==> src/rtl/spbp_pkg.sv <==
package spbp_pkg;
  localparam int unsigned IW    = 32;
  localparam int unsigned OPC_W = 7;

  localparam logic [OPC_W-1:0] OPC_JUMP   = 7'b1101111;
  localparam logic [OPC_W-1:0] OPC_COND   = 7'b1100011;

  typedef enum logic [1:0] {
    KIND_SEQ     = 2'd0,
    KIND_JUMP    = 2'd1,
    KIND_BR_BACK = 2'd2,
    KIND_BR_FWD  = 2'd3
  } xfer_kind_e;

  function automatic logic [IW-1:0] jump_offset(input logic [IW-1:0] w);
    return {{12{w[31]}}, w[19:12], w[20], w[30:21], 1'b0};
  endfunction

  function automatic logic [IW-1:0] cond_offset(input logic [IW-1:0] w);
    return {{20{w[31]}}, w[7], w[30:25], w[11:8], 1'b0};
  endfunction
endpackage

==> src/rtl/spbp_classify.sv <==
module spbp_classify
  import spbp_pkg::*;
(
  input  logic          valid,
  input  logic          flush,
  input  logic [IW-1:0] instr,
  output xfer_kind_e    kind,
  output logic          take
);
  logic [OPC_W-1:0] opc;
  assign opc = instr[OPC_W-1:0];

  always_comb begin
    kind = KIND_SEQ;
    if (opc == OPC_JUMP)      kind = KIND_JUMP;
    else if (opc == OPC_COND) kind = instr[IW-1] ? KIND_BR_BACK : KIND_BR_FWD;
  end

  always_comb begin
    take = 1'b0;
    if (valid && !flush)
      take = (kind == KIND_JUMP) || (kind == KIND_BR_BACK);
  end
endmodule

==> src/rtl/spbp_target.sv <==
module spbp_target
  import spbp_pkg::*;
#(
  parameter int unsigned PC_W = 32
) (
  input  logic [IW-1:0]   instr,
  input  logic [PC_W-1:0] pc,
  input  xfer_kind_e      kind,
  input  logic            take,
  output logic [PC_W-1:0] target
);
  logic [IW-1:0]   off32;
  logic [PC_W-1:0] off;

  assign off32 = (kind == KIND_JUMP) ? jump_offset(instr) : cond_offset(instr);

  generate
    if (PC_W > IW) begin : g_widen
      assign off = {{(PC_W-IW){off32[IW-1]}}, off32};
    end else begin : g_narrow
      assign off = off32[PC_W-1:0];
    end
  endgenerate

  assign target = take ? (pc + off) : '0;
endmodule

==> src/rtl/spbp_align.sv <==
module spbp_align (
  input  logic clk,
  input  logic rst_n,
  input  logic hold,
  input  logic flush,
  input  logic d,
  output logic q
);
  always_ff @(posedge clk or negedge rst_n) begin
    if (!rst_n)     q <= 1'b0;
    else if (flush) q <= 1'b0;
    else if (!hold) q <= d;
  end
endmodule

==> src/rtl/bwd_branch_predictor.sv <==
module bwd_branch_predictor
  import spbp_pkg::*;
#(
  parameter int unsigned PC_W = 32
) (
  input  logic            clk,
  input  logic            rst_n,
  input  logic            pkt_valid,
  input  logic [31:0]     pkt_instr,
  input  logic [PC_W-1:0] pkt_pc,
  input  logic            stage_hold,
  input  logic            redirect_flush,
  output logic            take_now,
  output logic [PC_W-1:0] take_target,
  output logic            take_aligned
);
  xfer_kind_e kind;

  spbp_classify u_cls (
    .valid (pkt_valid),
    .flush (redirect_flush),
    .instr (pkt_instr),
    .kind  (kind),
    .take  (take_now)
  );

  spbp_target #(.PC_W(PC_W)) u_tgt (
    .instr  (pkt_instr),
    .pc     (pkt_pc),
    .kind   (kind),
    .take   (take_now),
    .target (take_target)
  );

  spbp_align u_aln (
    .clk   (clk),
    .rst_n (rst_n),
    .hold  (stage_hold),
    .flush (redirect_flush),
    .d     (take_now),
    .q     (take_aligned)
  );
endmodule

==> config.mk <==
export PLATFORM = sky130hd
export DESIGN_NAME = bwd_branch_predictor
export DESIGN_NICKNAME = d
export VERILOG_FILES = /design/src/rtl/spbp_pkg.sv /design/src/rtl/spbp_classify.sv /design/src/rtl/spbp_target.sv /design/src/rtl/spbp_align.sv /design/src/rtl/bwd_branch_predictor.sv
export SDC_FILE = /design/constraint.sdc
export NUM_CORES = 1
export LEC_CHECK = 0
export BUFFER_PORTS_ARGS = -buffer_cell sky130_fd_sc_hd__buf_2
export CAP_MARGIN = 25
export CORE_ASPECT_RATIO = 0.5
export CORE_MARGIN = 5
export CORE_UTILIZATION = 50
export DETAILED_ROUTE_END_ITERATION = 8
export MAX_ROUTING_LAYER = met4
export PLACE_DENSITY = 0.92
export SYNTH_ARGS = -nofsm -noshare
export SYNTH_HDL_FRONTEND = slang
export SYNTH_SLANG_ARGS = --single-unit
==> constraint.sdc <==
create_clock -name clk -period 10.24 [get_ports clk]
set_input_delay 2.048 -clock clk [delete_from_list [all_inputs] [get_ports clk]]
set_output_delay 2.048 -clock clk [all_outputs]
set_load 0.03 [all_outputs]
==> results_dict.tcl <==
set metrics [dict create \
    clockPowerShare_pct 0 \
    fmax_ghz 0.1232 \
    globalplace.congestion 0.8975 \
    synth-adder-area-share_pct 20.50 \
    synth-simple-area-share_pct 24.97 \
    maxCapViolations 0 \
    whs_ns 0.5601 \
    cp_slowest_stage_delay_ns 0.47 \
    slew_violations 0 \
    via_per_inst 5.908 \
    critical_path_peak_fanout 10 \
    setup_viol 0 \
    area_growth_pct 26.92 \
    grt_use_total_pct 23.22 \
    largest_registers "u_aln.q (1)" \
    hp-class "flop to flop" \
    p_switching_uw 70.31 \
    start_util_pct 51.49 \
    synthMuxAreaShare_pct 3.333 \
    outcome "finished clean" \
    fillers 337 \
    synth_top_area_share_pct 19.50 \
    synth_top_family_by_area "compound AO/OA/AOI/OAI gates" \
    p_leak_uw 0.001375 \
    drt-initial-drc-count 88 \
    die_area_um2 5417 \
    pwr-share-comb_pct 96.9 \
    syn_nets 394 \
    top_register "u_aln.q" \
    r2r_start "u_aln.q" \
    ant_nets 0 \
    die_h_um 54.61 \
    largest_register_ffs 1 \
    synth_ff_type "dfrtp_1" \
    powerDensity_nw_per_um2 52.01 \
    routedWlPerCell_um 14.98 \
    final_nets 484 \
    grt_pass1_wl_um 10240 \
    r2r_slack_ns 9.54 \
    synth_area_per_cell_um2 6.790 \
    critPathLaunchType "input port" \
    rsz0062_at_grt "false" \
    fin_tns_setup_ns 0 \
    reg2regPathDepth 2 \
    yosysWarnings 0 \
    worstReg2RegEnd "u_aln.q" \
    placementRows 16 \
    path_class "input port to output pin" \
    synth_top_area_cell "ha_1" \
    synth_cell_type_count 46 \
    dp_slack_ns 2.187 \
    hold_buffers 0 \
    drc 0 \
    syn-instance-count 293 \
    grt_pass1_vias 2356 \
    crit_slowest_cell "a31oi_1" \
    swShare_pct 53.54 \
    wl_um 6518 \
    dp.cells 434 \
    ir_worst_vdd_mv 0.02648 \
    seqCellArea_um2 25.02 \
    syn_area_um2 1989 \
    setup.worst_path.start "pkt_instr[6]" \
    crit_chain "buf_2 -> nand4_1 -> nor2_1 -> and3_1 -> o21bai_1 -> ha_1 -> mux2_2 -> ha_1 -> inv_1 -> fa_1 -> nor2b_1 -> o2111ai_1 -> nand2_1 -> a31oi_1 -> o21ai_1 -> a221o_1 -> o31ai_1 -> buf_2" \
    worst_pin_slew_ns 0.5404 \
    grt_overflow_total 0 \
    slew-limit-headroom_pct 63.67 \
    synth_seq_cells 1 \
    clkLatencyLatePin_ns 0 \
    crit_arrival_ns 6.07 \
    diodes 0 \
    fin_cells 435 \
    path_delay_family "compound AO/OA/AOI/OAI gates" \
    cp-endpoint "take_target[31]" \
    cts_resized 0 \
    worstPathRequired_ns 8.19 \
    core-area_um2 3864 \
    synth-xor-area-share_pct 8.365 \
    seq_area_frac_synth_pct 1.258 \
    dp_hpwl_um 5492 \
    fin_crit_sh_pct 79.24 \
    setup_slack_ns 2.126 \
    synth_compound_area_share_pct 36.79 \
    vias 2570 \
    p_int_uw 61.00 \
    path_buf_inv 3 \
    ys_async_sr_fraction_pct 100.0 \
    port_buffers 102 \
    synth_edf_count 0 \
    num_io_pins 103 \
    cts.clk_slew.worst_paths_ns 0 \
    seq_power_share_pct 3.1 \
    hold_violations 0 \
    cp_num_cells 18 \
    fin_worst_skew_ns 0 \
    drive_above_1_share_pct 30.45 \
    grt_max_degree 32 \
    multi_input_area_um2 1869 \
    yosys-top-cells-area "ha_1 19%, a21o_1 9.1%, nor2_1 6.4%" \
    die_w_um 99.21 \
    antenna_found_initial 0 \
    fin_crit_ns 8.114 \
    crit_path_end_kind "output pin" \
    firstDrtPassIters 5 \
    cts_setup_buffers 0 \
]
==> power by group through the flow <==
stage	logic (µW)	clock network, µW	registers (µW)
after floorplan	91.2	0	4.07
after global placement	120	0	4.04
after detailed placement	125	0	4.05
after CTS	126	0	4.05
after global routing	140	0	4.05
final	127	0	4.05
==> cells by family after synthesis <==
logic type | count (synthesis)
buffers and inverters | 25
flip-flops | 1
adder cells (fa/ha/maj) | 32
multiplexers | 6
AND/OR/NAND/NOR | 103
AO/OA/AOI/OAI | 107
XOR/XNOR | 19
==> worst min-delay path by stage <==
stage	start	cells past startpoint	slack (ns)	end
3_3_place_gp	u_aln.q	2	0.49	u_aln.q
3_5_place_dp	u_aln.q	2	0.56	u_aln.q
6_report	u_aln.q	2	0.56	u_aln.q
5_1_grt	u_aln.q	2	0.60	u_aln.q
4_1_cts	u_aln.q	2	0.56	u_aln.q
2_1_floorplan	u_aln.q	2	0.68	u_aln.q
==> cell usage in the layout, fill, tap and decap left out, drive strengths merged, types with 7 or more instances in the layout <==
master / Yosys / routed
buf: 2 / 103
nor2: 34 / 34
ha: 31 / 31
a21o: 24 / 24
a21oi: 24 / 24
o21ai: 20 / 20
nand2: 16 / 16
nor3: 13 / 13
xnor2: 12 / 12
inv: 10 / 10
nand4: 8 / 8
o21a: 8 / 8
nor2b: 7 / 7
nand3: 7 / 7
xor2: 7 / 7
==> area by class of cell <==
type / instances / area share [%]
inverters: 10 / 1.487
multi-input cells: 267 / 74.03
flip-flops and latches: 1 / 0.9911
well taps: 54 / 2.676
repair buffers: 103 / 20.81
==> Yosys cell counts (2+ instances only) <==
master / number
clkbuf_1: 13
o31ai_1: 2
a21boi_0: 3
mux2_2: 5
nor3_1: 13
a211oi_1: 2
nand3_1: 7
nor2_1: 34
inv_1: 10
nor2b_1: 7
o21a_1: 8
and3_1: 6
a21o_1: 24
nand4_1: 8
ha_1: 31
and2_1: 2
a31oi_1: 6
o21bai_1: 4
xor2_1: 7
xnor2_1: 12
a21oi_1: 24
o21ai_0: 19
or2_2: 2
a221o_1: 2
nand2_1: 16
o31ai_2: 2
nand2b_1: 5
==> worst min-delay path, cell delays in order (launching register included) <==
cell      delay (ns)
dfrtp_1         0.35
nand3b_1        0.08
o21ai_0         0.08
==> metal layers <==
| metal | part of all wire, % | track usage (%) |
|---|---|---|
| met5 | 0 | - |
| met2 | 49 | 43.67 |
| met4 | 3.9 | 9.524 |
| met1 | 43 | 27.13 |
| met3 | 4.2 | 0.7634 |
==> through the flow <==
step	total power [µW]	area [µm²]	util (%)
floorplan	95.32	1989	-
global placement	124.0	2510	64.96
detailed placement	128.8	2510	64.96
CTS	129.6	2510	64.96
global route	144.1	2525	65.35
finish	131.3	2525	65.35
No activity file was read; power rests on OpenSTA's default activity.
